===== config.mk =====
export PLATFORM = sky130hd
export DESIGN_NAME = evt_page_mgr
export DESIGN_NICKNAME = d
export VERILOG_FILES = /design/src/rtl/evt_page_pkg.sv /design/src/rtl/evt_frame_ctrl.sv /design/src/rtl/evt_page_dp.sv /design/src/rtl/evt_page_mgr.sv
export SDC_FILE = /design/constraint.sdc
export NUM_CORES = 1
export LEC_CHECK = 0
export ABC_AREA = 0
export BUFFER_PORTS_ARGS = -buffer_cell sky130_fd_sc_hd__buf_2
export CELL_PAD_IN_SITES_DETAIL_PLACEMENT = 1
export CELL_PAD_IN_SITES_GLOBAL_PLACEMENT = 1
export CORE_AREA = 4 4 96 98
export DETAILED_ROUTE_END_ITERATION = 12
export DIE_AREA = 0 0 100 102
export PLACE_DENSITY = 0.85
export SYNTH_ARGS = -nofsm -noshare
export SYNTH_HDL_FRONTEND = slang
export SYNTH_SLANG_ARGS = --single-unit

===== constraint.sdc =====
create_clock -name clk -period 3.74 [get_ports clk]
set_input_delay 0.748 -clock clk [delete_from_list [all_inputs] [get_ports clk]]
set_output_delay 0.748 -clock clk [all_outputs]
set_load 0.02 [all_outputs]

===== src/rtl/evt_page_pkg.sv =====
package evt_page_pkg;

  // Status field bit positions in the used-page descriptor
  localparam int ST_BWE    = 0;
  localparam int ST_EWB    = 1;
  localparam int ST_TRUNC  = 2;
  localparam int ST_LINK   = 3;
  localparam int ST_STARVE = 4;
  localparam int ST_W      = 5;

  // Strobes from framing control to the page datapath
  typedef struct packed {
    logic openEvt;   // begin marker starts a new event
    logic closeEvt;  // a descriptor leaves this cycle
    logic inEvt;     // word belongs to an open or opening event
    logic store;     // word is written to page memory
    logic alloc;     // a free page is popped for this word
    logic bwe;       // begin arrived with an event still open
    logic ewb;       // end arrived with no event open
    logic trunc;     // page cap reached, word discarded
    logic starve;    // no free page, word discarded
  } evtStrb_t;

endpackage


===== src/rtl/evt_frame_ctrl.sv =====
module evt_frame_ctrl
  import evt_page_pkg::*;
#(
  parameter int MAX_PAGES = 3,
  parameter int CW = 2,
  parameter int OW = 2
) (
  input  logic          clk,
  input  logic          rstN,
  input  logic          inValid,
  input  logic          inCtrl,
  input  logic          inBit30,
  input  logic [CW-1:0] pageCnt,
  input  logic [OW-1:0] wordOff,
  input  logic          freeAvail,
  output evtStrb_t      strb,
  output logic          openQ
);

  logic isBegin, isEnd, needPage, atCap;

  always_comb begin
    isBegin  = inValid & inCtrl & inBit30;
    isEnd    = inValid & inCtrl & ~inBit30;
    needPage = isBegin | (wordOff == '0);
    atCap    = ~isBegin & (pageCnt == CW'(MAX_PAGES));

    strb          = '0;
    strb.openEvt  = isBegin;
    strb.inEvt    = isBegin | (inValid & openQ);
    strb.bwe      = isBegin & openQ;
    strb.ewb      = isEnd & ~openQ;
    strb.closeEvt = strb.bwe | isEnd;
    strb.alloc    = strb.inEvt & needPage & ~atCap & freeAvail;
    strb.store    = strb.inEvt & (~needPage | strb.alloc);
    strb.trunc    = strb.inEvt & needPage & atCap;
    strb.starve   = strb.inEvt & needPage & ~atCap & ~freeAvail;
  end

  always_ff @(posedge clk) begin
    if (!rstN)        openQ <= 1'b0;
    else if (isBegin) openQ <= 1'b1;
    else if (isEnd)   openQ <= 1'b0;
  end

endmodule


===== src/rtl/evt_page_dp.sv =====
module evt_page_dp
  import evt_page_pkg::*;
#(
  parameter int PAGE_WORDS = 4,
  parameter int MAX_PAGES  = 3,
  parameter int PAGE_BITS  = 4,
  localparam int OW = $clog2(PAGE_WORDS),
  localparam int CW = $clog2(MAX_PAGES + 1),
  localparam int WW = $clog2(MAX_PAGES * PAGE_WORDS + 1)
) (
  input  logic                  clk,
  input  logic                  rstN,
  input  evtStrb_t              strb,
  input  logic [31:0]           inData,
  input  logic                  linkErr,
  input  logic [PAGE_BITS-1:0]  freePage,
  output logic [CW-1:0]         pageCnt,
  output logic [OW-1:0]         wordOff,
  output logic                  memWe,
  output logic [PAGE_BITS+OW-1:0] memAddr,
  output logic [31:0]           memData,
  output logic                  usedWe,
  output logic [PAGE_BITS-1:0]  usedFirst,
  output logic [CW-1:0]         usedPages,
  output logic [WW-1:0]         usedWords,
  output logic [ST_W-1:0]       usedStatus
);

  logic [PAGE_BITS-1:0] curPage, firstPage, bFirst, nFirst, usePage;
  logic [CW-1:0]        bPages, nPages;
  logic [WW-1:0]        wordCnt, bWords, nWords;
  logic [OW-1:0]        bOff, nOff;
  logic [ST_W-1:0]      stat, bStat, nStat, closeStat;

  always_comb begin
    bFirst  = strb.openEvt ? '0 : firstPage;
    bPages  = strb.openEvt ? '0 : pageCnt;
    bWords  = strb.openEvt ? '0 : wordCnt;
    bOff    = strb.openEvt ? '0 : wordOff;
    bStat   = strb.openEvt ? '0 : stat;
    usePage = strb.alloc ? freePage : curPage;
    nFirst  = (strb.alloc && bPages == '0) ? freePage : bFirst;
    nPages  = bPages + CW'(strb.alloc);
    nWords  = bWords + WW'(strb.store);
    nOff    = bOff;
    if (strb.store)
      nOff = (bOff == OW'(PAGE_WORDS - 1)) ? '0 : bOff + OW'(1);
    nStat = bStat;
    nStat[ST_TRUNC]  = bStat[ST_TRUNC]  | strb.trunc;
    nStat[ST_STARVE] = bStat[ST_STARVE] | strb.starve;
    nStat[ST_LINK]   = bStat[ST_LINK]   | (strb.inEvt & (linkErr | (|inData[1:0])));
    closeStat = '0;
    if (strb.ewb)      closeStat[ST_EWB] = 1'b1;
    else if (strb.bwe) begin
      closeStat = stat;
      closeStat[ST_BWE] = 1'b1;
    end else           closeStat = nStat;
  end

  always_ff @(posedge clk) begin
    if (!rstN) begin
      curPage <= '0; firstPage <= '0; pageCnt <= '0;
      wordCnt <= '0; wordOff <= '0; stat <= '0;
      memWe <= 1'b0; memAddr <= '0; memData <= '0;
      usedWe <= 1'b0; usedFirst <= '0; usedPages <= '0;
      usedWords <= '0; usedStatus <= '0;
    end else begin
      if (strb.inEvt) begin
        curPage   <= usePage;
        firstPage <= nFirst;
        pageCnt   <= nPages;
        wordCnt   <= nWords;
        wordOff   <= nOff;
        stat      <= nStat;
      end
      memWe   <= strb.store;
      memAddr <= {usePage, bOff};
      memData <= inData;
      usedWe  <= strb.closeEvt;
      if (strb.closeEvt) begin
        usedFirst  <= strb.ewb ? '0 : (strb.bwe ? firstPage : nFirst);
        usedPages  <= strb.ewb ? '0 : (strb.bwe ? pageCnt : nPages);
        usedWords  <= strb.ewb ? '0 : (strb.bwe ? wordCnt : nWords);
        usedStatus <= closeStat;
      end
    end
  end


  page_cap_chk: assert property (@(posedge clk) disable iff (!rstN)
    usedWe |-> int'(usedPages) <= MAX_PAGES);


  ewb_empty_chk: assert property (@(posedge clk) disable iff (!rstN)
    (usedWe && usedStatus[ST_EWB]) |-> (usedPages == '0 && usedWords == '0));


  word_fit_chk: assert property (@(posedge clk) disable iff (!rstN)
    usedWe |-> int'(usedWords) <= int'(usedPages) * PAGE_WORDS);

endmodule


===== src/rtl/evt_page_mgr.sv =====
module evt_page_mgr
  import evt_page_pkg::*;
#(
  parameter int PAGE_WORDS = 4,
  parameter int MAX_PAGES  = 3,
  parameter int PAGE_BITS  = 4,
  localparam int OW = $clog2(PAGE_WORDS),
  localparam int CW = $clog2(MAX_PAGES + 1),
  localparam int WW = $clog2(MAX_PAGES * PAGE_WORDS + 1),
  localparam int LW = PAGE_BITS + 1
) (
  input  logic                    clk,
  input  logic                    rstN,
  input  logic                    inValid,
  input  logic                    inCtrl,
  input  logic [31:0]             inData,
  input  logic                    linkErr,
  input  logic                    inFifoAlmostFull,
  input  logic                    swXoff,
  input  logic [LW-1:0]           xoffThresh,
  input  logic [LW-1:0]           inhibitThresh,
  input  logic [LW-1:0]           freeLevel,
  input  logic [PAGE_BITS-1:0]    freePage,
  output logic                    freeRdEn,
  output logic                    memWe,
  output logic [PAGE_BITS+OW-1:0] memAddr,
  output logic [31:0]             memData,
  output logic                    usedWe,
  output logic [PAGE_BITS-1:0]    usedFirst,
  output logic [CW-1:0]           usedPages,
  output logic [WW-1:0]           usedWords,
  output logic [ST_W-1:0]         usedStatus,
  output logic                    xoff,
  output logic                    trigInhibit
);

  evtStrb_t      strb;
  logic          openQ;
  logic [CW-1:0] pageCnt;
  logic [OW-1:0] wordOff;

  evt_frame_ctrl #(.MAX_PAGES(MAX_PAGES), .CW(CW), .OW(OW)) i_ctrl (
    .clk(clk), .rstN(rstN), .inValid(inValid), .inCtrl(inCtrl),
    .inBit30(inData[30]), .pageCnt(pageCnt), .wordOff(wordOff),
    .freeAvail(freeLevel != '0), .strb(strb), .openQ(openQ)
  );

  evt_page_dp #(.PAGE_WORDS(PAGE_WORDS), .MAX_PAGES(MAX_PAGES), .PAGE_BITS(PAGE_BITS)) i_dp (
    .clk(clk), .rstN(rstN), .strb(strb), .inData(inData), .linkErr(linkErr),
    .freePage(freePage), .pageCnt(pageCnt), .wordOff(wordOff),
    .memWe(memWe), .memAddr(memAddr), .memData(memData),
    .usedWe(usedWe), .usedFirst(usedFirst), .usedPages(usedPages),
    .usedWords(usedWords), .usedStatus(usedStatus)
  );

  assign freeRdEn    = strb.alloc;
  assign xoff        = swXoff | inFifoAlmostFull | (freeLevel < xoffThresh);
  assign trigInhibit = freeLevel < inhibitThresh;


  orphan_drop_chk: assert property (@(posedge clk) disable iff (!rstN)
    (inValid && !inCtrl && !openQ) |=> !memWe);


  pop_avail_chk: assert property (@(posedge clk) disable iff (!rstN)
    freeRdEn |-> freeLevel != '0);


  page_start_chk: assert property (@(posedge clk) disable iff (!rstN)
    (memWe && memAddr[OW-1:0] == '0) |-> $past(freeRdEn));

endmodule


After elaboration in Yosys (flattened, before gate mapping):

Cells that the tools add are included.

* register bits after elaboration: 77
* output and inout port bits: 58
* logic and storage cells: 79
* input port bits: 58

* $add $sub $neg: 3
* $lt $le $gt $ge: 2
* reductions and logical operators: 6
* mux-type cells: 21
* bitwise logic cells: 30
* equal/unequal tests: 2

Operators with widths (number)
* $mux 4: 8
* $and 1x1->1: 14
* $mux 2: 6
* $lt 5x5->1: 2
* $mux 5: 2
* $or 1x1->1: 10
* $not 1->1: 6
* $reduce_bool 5->1: 1
* $add 4x1->4: 1
* $eq 2x2->1 const B: 2
* $logic_not 2->1: 2
* $mux 1: 4
* $mux 3: 1
* $add 2x1->2: 1
* $add 2x1->2 const B: 1
* $reduce_bool 2->1: 1
* $reduce_or 2->1: 1
* $logic_and 1x1->1: 1

Longest topological paths before layout:

Gate-level depths: netlist of the first run.

* word-level depth: 12
* depth in mapped cells: 11
* gate-level depth less buffers: 10

Cells and area by module:

A second synthesis of the first run with hierarchy kept.

* cells, all modules: 329
* area total of the unflattened synthesis: 3144.3 um2

By module, submodules not included
* evt_page_dp: instances 1, area an instance 2736.4 um2, seq. area each 1521.5 um2, cells each 274
* evt_page_mgr: instances 1, area an instance 236.5 um2, seq. area each 0.0 um2, cells each 32
* evt_frame_ctrl: instances 1, area an instance 171.4 um2, seq. area each 20.0 um2, cells each 23

Worst setup path before layout of the first run:

OpenSTA, ideal clock, no wires.

* kind: input -> register
* from: input freeLevel[0]
* to: register i_dp.usedWords[1]
* stages on the path: 10
* setup time: 118 ps
* arrival: 2547 ps
* required time: 3622 ps
* setup slack: 1075 ps
* buffers on the path: 0
* path through: or4_4 -> o22a_4 -> a21oi_1 -> nor2_1 -> ha_1 -> ha_1 -> mux2i_1 -> nor2_1 -> a21oi_1 -> nor2_1

RTL lines
* start: declaration: line evt_page_mgr.sv:22 `input logic [LW-1:0] freeLevel,`
* end signal: assignment: line evt_page_dp.sv:83 `usedWords <= strb.ewb ? '0 : (strb.bwe ? wordCnt : nWords);`
* end: declaration: line evt_page_dp.sv:25 `output logic [WW-1:0] usedWords,`

Final worst setup path of the first run:

* from: input freeLevel[0]
* to: output freeRdEn

* word-level cells in the longest chain between the ends: 2

Ends and longest elaborated chain
* $reduce_bool 5->1: line evt_page_mgr.sv:45 `.freeAvail(freeLevel != '0), .strb(strb), .openQ(openQ)`
* $and 1x1->1: line evt_frame_ctrl.sv:34 `strb.alloc = strb.inEvt & needPage & ~atCap & freeAvail;`
* end: declaration: line evt_page_mgr.sv:24 `output logic freeRdEn,`

Every way passes these cells.

==> metrics.csv, run 1 <==
stage,metric,value,unit
clock_tree,clock-pin slew on the worst setup and hold paths,0.08,ns
sta,slew at the pin with the worst max-slew slack,0.787,ns
critical_path,Slowest cell on crit path,or4_4,
critical_path,Startpoint Class,input pin,
clock_tree,clk buf depth,2,
synthesis,area share of the largest cell type after synthesis,52.1,%
detailed_routing,"antenna viol nets, final",0,
synthesis,register bit total from synthesis,77,
global_routing,gr usage total,16.2,%
clock_tree,Setup Buffers After CTS,0,
worst_hold_path,worst min path class,flop to flop,
detailed_routing,Initial DRC Count,202,
synthesis,Unique masters post-synth,42,
synthesis,Mapped Cells,308,
critical_path,worst-path cell chain,buf_2 -> or4_4 -> o22a_4 -> and2_1 -> buf_2,
detailed_routing,DRT Wirelength,8320,um
sta,final hold vios,0,
floorplanning,# rows,34,
synthesis,"Avg Cell Area, Syn",9.60,um^2
critical_path,CP endpoint kind,primary output,
detailed_routing,DR WL/cell,15.6,um
global_routing,gr ovfl total,0,
clock_tree,clock sink count,77,
critical_path,WP data required,2.99,ns
power_and_ir_drop,sw power,414,uW
power_and_ir_drop,Power Internal,1.29,mW
global_routing,first-pass GRT wire length,13200,um
sta,setup TNS,0,ns
clock_tree,Num CTS Buffers,9,
synthesis,Synth area leader,dfxtp_1,
critical_path,"most used cell, CP",buf_2,
synthesis,Syn. warnings,0,
floorplanning,die height,102,um
clock_tree,CTS root buffer,clkbuf_8,
global_routing,initial antenna violation count,0,
cells_and_area,post-layout net count,490,
place,post-DP HPWL,6240,um
global_routing,vias in the first global route,2730,
power_and_ir_drop,LEAKAGE,1.86,nW
place,Cells after DPL,518,
floorplanning,core footprint,8470,um^2
cells_and_area,ANT cells,0,
floorplanning,die width,100,um
detailed_routing,TritonRoute pass-1 iters,4,
sta,Final min period,3.00,ns
clock_tree,CTS resizes,0,
clock_tree,number of H-tree levels,3,
synthesis,largest cells by area after synthesis,"dfxtp_1 52%, and2_1 7.4%, ha_1 4.7%, mux2i_1 3.7%, nor2_1 3.3%",
floorplanning,# IOs,116,
synthesis,post-synth net total,377,
status,outcome,completed,
synthesis,Post-synth EDFFs,0,
cells_and_area,layout cells sized above 1,32.6,%
power_and_ir_drop,total power,1.71,mW
detailed_routing,Post-route DRC,0,
floorplanning,die area,10200,um^2
sta,Final period util,80.1,%
synthesis,Synth Cell Area,2960,um^2
power_and_ir_drop,sw frac,24.2,%
power_and_ir_drop,Reg power frac,50.0,%
clock_tree,"Clk Latency, worst-skew pair",0.34,ns
sta,Final setup violation count,0,
clock_tree,"Hold-fix buffers, CTS",0,
critical_path,max incr delay on CP,0.54,ns
cells_and_area,Syn-to-layout area delta,29.7,%
sta,Final Skew,0.00957,ns
floorplanning,Initial Util,34.9,%
run,max cap viols,0,
synthesis,Synth Flop Type,dfxtp_1,
synthesis,register area share after synthesis,52.1,%
critical_path,crit path kind,input pin to primary output,
sta,Slew Limit Fails,0,
critical_path,worst-path fanout max,10,
global_routing,largest net degree at the start of global routing,56,
synthesis,async set-or-reset flop fraction in the synthesized netlist,0,%
detailed_routing,Vias/cell,4.86,
power_and_ir_drop,Clock power frac,39.5,%
sta,Max Fclk,334,MHz
power_and_ir_drop,highest ir drop seen on vdd,0.201,mV
critical_path,critical path arrival,2.25,ns
place,RePlAce Congestion,0.791,
clock_tree,CTS tree,built,
cells_and_area,post-route insts no fill,534,
power_and_ir_drop,Comb pwr share,10.5,%
detailed_routing,via count,2595,
sta,Slew headroom,47.4,%
power_and_ir_drop,PD cells,445,nW/um^2
place,Buffers on Ports,115,
sta,RSZ-0062 raised after global routing,no,
## placed cells by master, fill, tap and decap left out, types with 7 or more instances in the layout
cell,netlist,layout
buf_2,4,115
dfxtp_1,77,77
and2_1,35,35
nor2_1,26,26
nand2_1,23,23
a21oi_1,19,19
inv_1,11,11
nand3_1,11,11
and3_1,11,11
mux2i_1,11,11
ha_1,11,11
clkbuf_8,0,9
o21ai_0,7,7
## synthesized netlist by cell type, drive strengths merged, types with 4 or more instances
library cell,count
and3,11
a21oi,19
nand2,23
nand2b,5
ha,11
nor2,26
dfxtp,77
mux2i,11
buf,5
nand3,11
clkbuf,12
a221o,4
inv,11
a22o,4
and2,35
o21ai,7
## sequential cells by signal, indices dropped and copies added (netlist names)
register / cells
i_dp.wordCnt: 4
i_dp.stat: 5
i_dp.memData: 32
i_dp.curPage: 4
i_dp.usedWords: 4
i_dp.firstPage: 4
i_dp.usedFirst: 4
i_dp.wordOff: 2
i_dp.usedStatus: 5
i_dp.usedPages: 2
i_dp.memWe: 1
i_dp.pageCnt: 2
i_ctrl.openQ: 1
i_dp.usedWe: 1
i_dp.memAddr: 6
## through the flow
stage | hold WS, ns | area (um^2) | util [%] | worst slack, ns
final | 0.451 | 3840 | 45.3 | 0.743
after global routing | 0.486 | 3840 | 45.3 | 0.672
after CTS | 0.462 | 3840 | 45.3 | 0.729
after detailed placement | 0.449 | 3620 | 42.8 | 0.727
after global placement | 0.440 | 3620 | 42.8 | 0.760
after floorplan | 0.439 | 2960 | - | 1.07
## cell families after synthesis
group                    Yosys count  synth area share (%)
XOR/XNOR                           4                  1.18
AND/OR/NAND/NOR                  123                  21.9
flip-flops                        77                  52.1
buffers and inverters             29                  4.10
adder cells (fa/ha/maj)           11                  4.65
multiplexers                      11                  3.72
AO/OA/AOI/OAI                     53                  12.4
## critical path: cells and delay by family
family	cells	cell delay, ns
simple gates	2	0.87
buf+inv	2	0.35
compound gates	1	0.27
## final cells by class
class	count	area [um^2]
fillers	1021	4630
flip-flops and latches	77	1540
multi-input cells	202	1290
repair buffers	119	606
well taps	108	135
clock buffers	10	128
clock inverters	6	87.6
inverters	12	45.0
## power by group through the flow
stage / Sequential, mW / Combinational (mW) / Clock, mW
after global routing: 0.857 / 0.198 / 0.733
after detailed placement: 0.874 / 0.181 / 0
final: 0.854 / 0.180 / 0.675
after global placement: 0.872 / 0.174 / 0
after floorplan: 0.900 / 0.0774 / 0
after CTS: 0.855 / 0.182 / 0.691
## layer usage
layer	routed length (um)	up-vias	global-route usage, %
met5	0	-	0
met4	104	0	4.77
met3	354	10	3.34
met2	4450	69	29.2
met1	3410	1238	19.4
li1	-	1278	-
## final timing paths
path | to | depth (start not counted) | startpoint | slack (ns)
max reg2reg | i_dp.usedPages[1]$_SDFFE_PN0P_ | 8 | i_ctrl.openQ$_SDFFE_PN0P_ | 1.42
min | i_dp.usedStatus[1]$_SDFFE_PN0P_ | 2 | i_dp.usedStatus[1]$_SDFFE_PN0P_ | 0.45
min reg2reg | i_dp.usedStatus[1]$_SDFFE_PN0P_ | 2 | i_dp.usedStatus[1]$_SDFFE_PN0P_ | 0.45
max | freeRdEn | 5 | freeLevel[0] | 0.74
(Power assumes the default switching activity.)
==> inputs of run 2 (changes only) <==
CORE_AREA = 4 4 102 104   (was 4 4 96 98)
DIE_AREA = 0 0 106 108   (was 0 0 100 102)
PLACE_DENSITY = 0.8   (was 0.85)
clock period = 2.67 ns   (was 3.74 ns; I/O delays follow)
==> run 2 against run 1 <==
Against the previous run: non-clock buffer count grew 5; sequential power grew 41%; cell count grew 5.6%; utilization shrank 4.4 points; sequential cell count is the same; critical endpoint unchanged; largest cell class unchanged.
==> metrics.csv, run 2 (synthesis results as in run 1) <==
stage,metric,value,unit,change
clock_tree,CTS tree,built,,
detailed_routing,Vias/cell,4.60,,-5.3%
global_routing,vias in the first global route,2720,,-0.37%
cells_and_area,post-layout net count,495,,+1.0%
critical_path,critical path arrival,1.94,ns,-0.31 ns
power_and_ir_drop,PD cells,617,nW/um^2,+39%
global_routing,initial antenna violation count,0,,unchanged
place,Setup WS pre-CTS,0.00671,ns,-0.720 ns
sta,Final period util,92.7,%,
clock_tree,Setup Buffers After CTS,0,,unchanged
floorplanning,die height,108,um,+5.9%
cells_and_area,final core occ,40.9,%,-4.4 points
detailed_routing,Post-route DRC,0,,unchanged
status,outcome,completed,,
critical_path,WP data required,2.14,ns,-0.85 ns
floorplanning,# IOs,116,,unchanged
clock_tree,CTS root buffer,clkbuf_8,,
cells_and_area,most frequent cells in the layout,"115 x buf_2, 77 x dfxtp_1, 35 x and2_1, 26 x nor2_1, 23 x nand2_1",,
global_routing,first-pass GRT wire length,13200,um,+0.52%
power_and_ir_drop,total power,2.41,mW,+41%
clock_tree,CTS resizes,0,,unchanged
clock_tree,number of H-tree levels,3,,unchanged
sta,final hold vios,0,,unchanged
floorplanning,die area,11400,um^2,+12%
clock_tree,"Hold-fix buffers, CTS",0,,unchanged
power_and_ir_drop,LEAKAGE,1.88,nW,+1.3%
sta,Final setup violation count,0,,unchanged
sta,Worst Slack Setup Final,0.196,ns,-0.547 ns
critical_path,crit path kind,input pin to primary output,,
cells_and_area,"commonest non-fill, non-tap cell in the layout",buf_2,,
global_routing,gr usage total,14.3,%,-1.9 points
place,RePlAce Congestion,0.857,,+8.3%
critical_path,CP endpoint kind,primary output,,
global_routing,gr ovfl total,0,,unchanged
power_and_ir_drop,highest ir drop seen on vdd,0.245,mV,+22%
detailed_routing,TritonRoute pass-1 iters,4,,unchanged
worst_hold_path,worst min path class,input pin to flop,,
floorplanning,core footprint,9550,um^2,+13%
detailed_routing,DR WL/cell,14.7,um,-5.7%
sta,Slew headroom,74.2,%,+27 points
place,post-DP HPWL,6360,um,+1.8%
critical_path,worst-path fanout max,6,,-4
detailed_routing,via count,2596,,+0.039%
clock_tree,"Clk Latency, worst-skew pair",0.35,ns,about the same
global_routing,largest net degree at the start of global routing,38,,-32%
cells_and_area,Syn-to-layout area delta,32.1,%,
clock_tree,clk buf depth,2,,unchanged
floorplanning,die width,106,um,+6.0%
cells_and_area,Top reg by flops,i_dp.memData,,
sta,slew at the pin with the worst max-slew slack,0.387,ns,-0.400 ns
cells_and_area,layout cells sized above 1,33.4,%,+0.78 points
floorplanning,Initial Util,31.0,%,-4.0 points
sta,Slew Limit Fails,0,,unchanged
cells_and_area,ANT cells,0,,unchanged
floorplanning,# rows,36,,+5.9%
run,max cap viols,0,,unchanged
clock_tree,clock sink count,77,,unchanged
sta,RSZ-0062 raised after global routing,no,,
detailed_routing,Initial DRC Count,128,,-37%
cells_and_area,Top Registers,"i_dp.memData (32), i_dp.memAddr (6)",,
place,Cells after DPL,548,,+5.8%
sta,setup TNS,0,ns,unchanged
cells_and_area,post-route insts no fill,564,,+5.6%
cells_and_area,Largest register FFs,32,,unchanged
sta,Final min period,2.47,ns,
clock_tree,clock-pin slew on the worst setup and hold paths,0.08,ns,about the same
critical_path,Startpoint Class,input pin,,
detailed_routing,DRT Wirelength,8280,um,-0.38%
detailed_routing,"antenna viol nets, final",0,,unchanged
clock_tree,Num CTS Buffers,9,,unchanged
place,Buffers on Ports,115,,unchanged
sta,Final Skew,0.00589,ns,-0.00367 ns
sta,Max Fclk,404,MHz,
==> run 2: stage by stage <==
step                cell area (um^2)  hold slack (ns)
floorplan                       2960            0.439
global placement                3690            0.433
detailed placement              3690            0.450
CTS                             3910            0.367
global route                    3910            0.360
finish                          3910            0.381
==> run 2: critical path: stages <==
cell	delay, ns
buf_2	0.11
or4_4	0.54
o22a_4	0.24
buf_4	0.15
and2_1	0.18
buf_2	0.18
==> run 2: area by class of cell <==
class,instances,area [um^2]
fill,1161,5640
sequential,77,1540
multi-input combinational,202,1290
timing repair buffer,124,643
tap,133,166
clock buffer,10,128
clock inverter,6,87.6
inverter,12,45.0
==> run 2: path summary, 6_finish.rpt <==
check,slack [ns],from,to,depth (start not counted)
worst max-delay path,0.20,freeLevel[0],freeRdEn,6
worst max register to register,0.51,i_dp.wordOff[0]$_SDFFE_PN0P_,i_dp.usedWords[1]$_SDFFE_PN0P_,10
worst min register to register,0.47,i_dp.usedStatus[0]$_SDFFE_PN0P_,i_dp.usedStatus[0]$_SDFFE_PN0P_,2
worst min-delay path,0.38,inData[22],i_dp.memData[22]$_SDFF_PN0_,2
==> run 2: routing by layer <==
layer  vias to the layer above  global-route usage (%)  share of wire [%]
li1                       1288                       -                  -
met1                      1234                    16.6                 41
met2                        59                    25.8                 53
met3                        15                    3.16                3.6
met4                         0                    5.09                2.0
met5                         -                       0                  0
==> run 2: power breakdown <==
group	switching (mW)	internal, mW
Sequential	0.0119	1.18
Clock	0.427	0.527
Combinational	0.153	0.107
Total	0.591	1.82
==> inputs of run 3 (changes only) <==
CTS_BUF_LIST = sky130_fd_sc_hd__clkbuf_16   (was not set)
SLEW_MARGIN = 15   (was not set)
==> run 3 against run 2 <==
Against the previous run: clock-buffer cell count fell by 1; sequential share of layout area down 1.0 points; critical path depth stayed put; cell area grew 2.6%; maximum frequency fell by 0.11%; highest routed layer unchanged.
==> metrics.csv, run 3 (synthesis results as in run 1) <==
stage,metric,value,unit,change
status,outcome,completed,,
detailed_routing,TritonRoute pass-1 iters,4,,unchanged
cells_and_area,post-layout net count,495,,unchanged
detailed_routing,DR WL/cell,15.1,um,+2.5%
clock_tree,CTS resizes,0,,unchanged
critical_path,crit path kind,input pin to primary output,,
sta,Final min period,2.48,ns,+0.00271 ns
clock_tree,Setup Buffers After CTS,0,,unchanged
critical_path,CP endpoint kind,primary output,,
detailed_routing,Vias/cell,4.63,,+0.69%
cells_and_area,Syn-to-layout area delta,35.5,%,
sta,Worst Slack Setup Final,0.193,ns,-0.00271 ns
cells_and_area,ANT cells,0,,unchanged
critical_path,critical path arrival,1.94,ns,about the same
sta,Slew headroom,72.6,%,-1.6 points
worst_hold_path,Hold Path End,i_dp.memData[22]$_SDFF_PN0_,,
floorplanning,die width,106,um,unchanged
critical_path,WP data required,2.14,ns,about the same
cells_and_area,fill cell count,1147,,-1.2%
cells_and_area,most frequent cells in the layout,"115 x buf_2, 77 x dfxtp_1, 35 x and2_1, 26 x nor2_1, 23 x nand2_1",,
detailed_routing,Post-route DRC,0,,unchanged
clock_tree,clock-pin slew on the worst setup and hold paths,0.06,ns,-0.02 ns
sta,RSZ-0062 raised after global routing,no,,
place,Buffers on Ports,115,,unchanged
sta,final hold vios,0,,unchanged
sta,Slew Limit Fails,0,,unchanged
sta,Max Fclk,404,MHz,-0.11%
cells_and_area,Top reg by flops,i_dp.memData,,
clock_tree,clock sink count,77,,unchanged
critical_path,Worst R2R Setup Slack,0.49,ns,-0.02 ns
critical_path,Bufs and invs on worst path,3,,unchanged
power_and_ir_drop,PD cells,685,nW/um^2,+11%
global_routing,largest net degree at the start of global routing,38,,unchanged
cells_and_area,Top Registers,"i_dp.memData (32), i_dp.memAddr (6)",,
global_routing,first-pass GRT wire length,13500,um,+2.2%
power_and_ir_drop,LEAKAGE,1.93,nW,+2.7%
floorplanning,core footprint,9550,um^2,unchanged
critical_path,"most used cell, CP",buf_2,,
critical_path,Slowest cell on crit path,or4_4,,
detailed_routing,via count,2614,,+0.69%
power_and_ir_drop,highest ir drop seen on vdd,0.330,mV,+35%
detailed_routing,Initial DRC Count,139,,+8.6%
critical_path,Startpoint Class,input pin,,
clock_tree,clk buf depth,2,,unchanged
critical_path,RR Endpoint,i_dp.usedWords[1]$_SDFFE_PN0P_,,
worst_hold_path,Hold Crit Start,inData[22],,
worst_hold_path,worst min path class,input pin to flop,,
cells_and_area,"commonest non-fill, non-tap cell in the layout",buf_2,,
floorplanning,die area,11400,um^2,unchanged
clock_tree,number of H-tree levels,3,,unchanged
clock_tree,"Clk Latency, worst-skew pair",0.32,ns,-0.03 ns
clock_tree,CTS tree,built,,
place,RePlAce Congestion,0.857,,unchanged
critical_path,Reg2Reg Depth,10,,unchanged
place,post-DP HPWL,6360,um,unchanged
critical_path,worst-path fanout max,6,,unchanged
floorplanning,die height,108,um,unchanged
sta,slew at the pin with the worst max-slew slack,0.411,ns,+0.0237 ns
worst_hold_path,hold depth,2,,unchanged
place,Placed Area,3690,um^2,unchanged
clock_tree,CTS root buffer,clkbuf_16,,
critical_path,worst-path cell chain,buf_2 -> or4_4 -> o22a_4 -> buf_4 -> and2_1 -> buf_2,,
floorplanning,# rows,36,,unchanged
detailed_routing,"antenna viol nets, final",0,,unchanged
global_routing,gr ovfl total,0,,unchanged
cells_and_area,layout cells sized above 1,33.4,%,unchanged
sta,Final setup violation count,0,,unchanged
critical_path,reg-to-reg startpoint,i_dp.wordOff[0]$_SDFFE_PN0P_,,
clock_tree,"Hold-fix buffers, CTS",0,,unchanged
run,max cap viols,0,,unchanged
sta,Final Skew,0.00536,ns,-0.000531 ns
cells_and_area,final instance area,4010,um^2,+2.6%
sta,Final period util,92.8,%,+0.10 points
floorplanning,Initial Util,31.0,%,unchanged
critical_path,Worst path top cell family by delay,simple AND/OR/NAND/NOR gates,,
global_routing,initial antenna violation count,0,,unchanged
floorplanning,# IOs,116,,unchanged
place,Setup WS pre-CTS,0.00671,ns,unchanged
global_routing,gr usage total,14.8,%,+0.54 points
cells_and_area,Largest register FFs,32,,unchanged
sta,setup TNS,0,ns,unchanged
clock_tree,Num CTS Buffers,9,,unchanged
global_routing,vias in the first global route,2765,,+1.7%
critical_path,max incr delay on CP,0.54,ns,about the same
detailed_routing,DRT Wirelength,8490,um,+2.5%
-- run 3: cell types whose count changed in the layout (fill, tap and decap cells not counted), sizes merged --
cell	delta
clkbuf	-1
inv	+1
-- run 3: worst register-to-register path, stage by stage, from the launching register on --
cell and delay (ns):
dfxtp_1 0.43, and4bb_2 0.29, o22a_4 0.21, a21oi_1 0.21, nor2_1 0.07, ha_1 0.21
ha_1 0.29, mux2i_1 0.13, nor2_1 0.06, a21oi_1 0.11, nor2_1 0.05
-- run 3: area by class of cell --
| class | count | area (um^2) | area share [%] |
|---|---|---|---|
| Tap cell | 133 | 166 | 4.15 |
| Inverter | 12 | 45.0 | 1.12 |
| Timing Repair Buffer | 124 | 643 | 16.0 |
| Clock inverter | 7 | 91.3 | 2.28 |
| Sequential cell | 77 | 1540 | 38.5 |
| Clock buffer | 9 | 225 | 5.62 |
| Multi-Input combinational cell | 202 | 1290 | 32.3 |
-- run 3: routing by layer --
metal	vias up	part of all wire, %	GRT usage (%)
met5	-	0	0
met4	0	1.8	5.64
met3	10	3.3	3.64
met2	61	55	27.5
met1	1254	40	16.3
li1	1289	-	-
-- run 3: through the flow --
step	utilization, %	hold slack, ns	cells	total power, mW
finish	42.0	0.409	564	2.74
global route	42.0	0.390	564	2.86
CTS	42.0	0.397	564	2.78
detailed placement	38.7	0.450	548	1.49
global placement	38.7	0.433	548	1.47
floorplan	-	0.439	308	1.37
-- run 3: how the worst max path moves through the flow --
stage	start	endpoint	slack, ns	cells past startpoint
after floorplan	freeLevel[0]	i_dp.usedWords[1]$_SDFFE_PN0P_	0.22	10
after global placement	freeLevel[0]	i_dp.usedWords[1]$_SDFFE_PN0P_	0.03	11
after detailed placement	freeLevel[0]	i_dp.usedWords[1]$_SDFFE_PN0P_	0.007	11
after CTS	freeLevel[0]	freeRdEn	0.19	6
after global routing	freeLevel[0]	freeRdEn	0.16	6
final	freeLevel[0]	freeRdEn	0.19	6
-- run 3: report_power, final --
| group | leakage, nW | switching (mW) | internal [mW] | total (mW) |
|---|---|---|---|---|
| clock | 0.161 | 0.471 | 0.815 | 1.29 |
| sequential | 0.630 | 0.0121 | 1.19 | 1.20 |
| combinational | 1.14 | 0.153 | 0.107 | 0.260 |
| total | 1.93 | 0.636 | 2.11 | 2.74 |
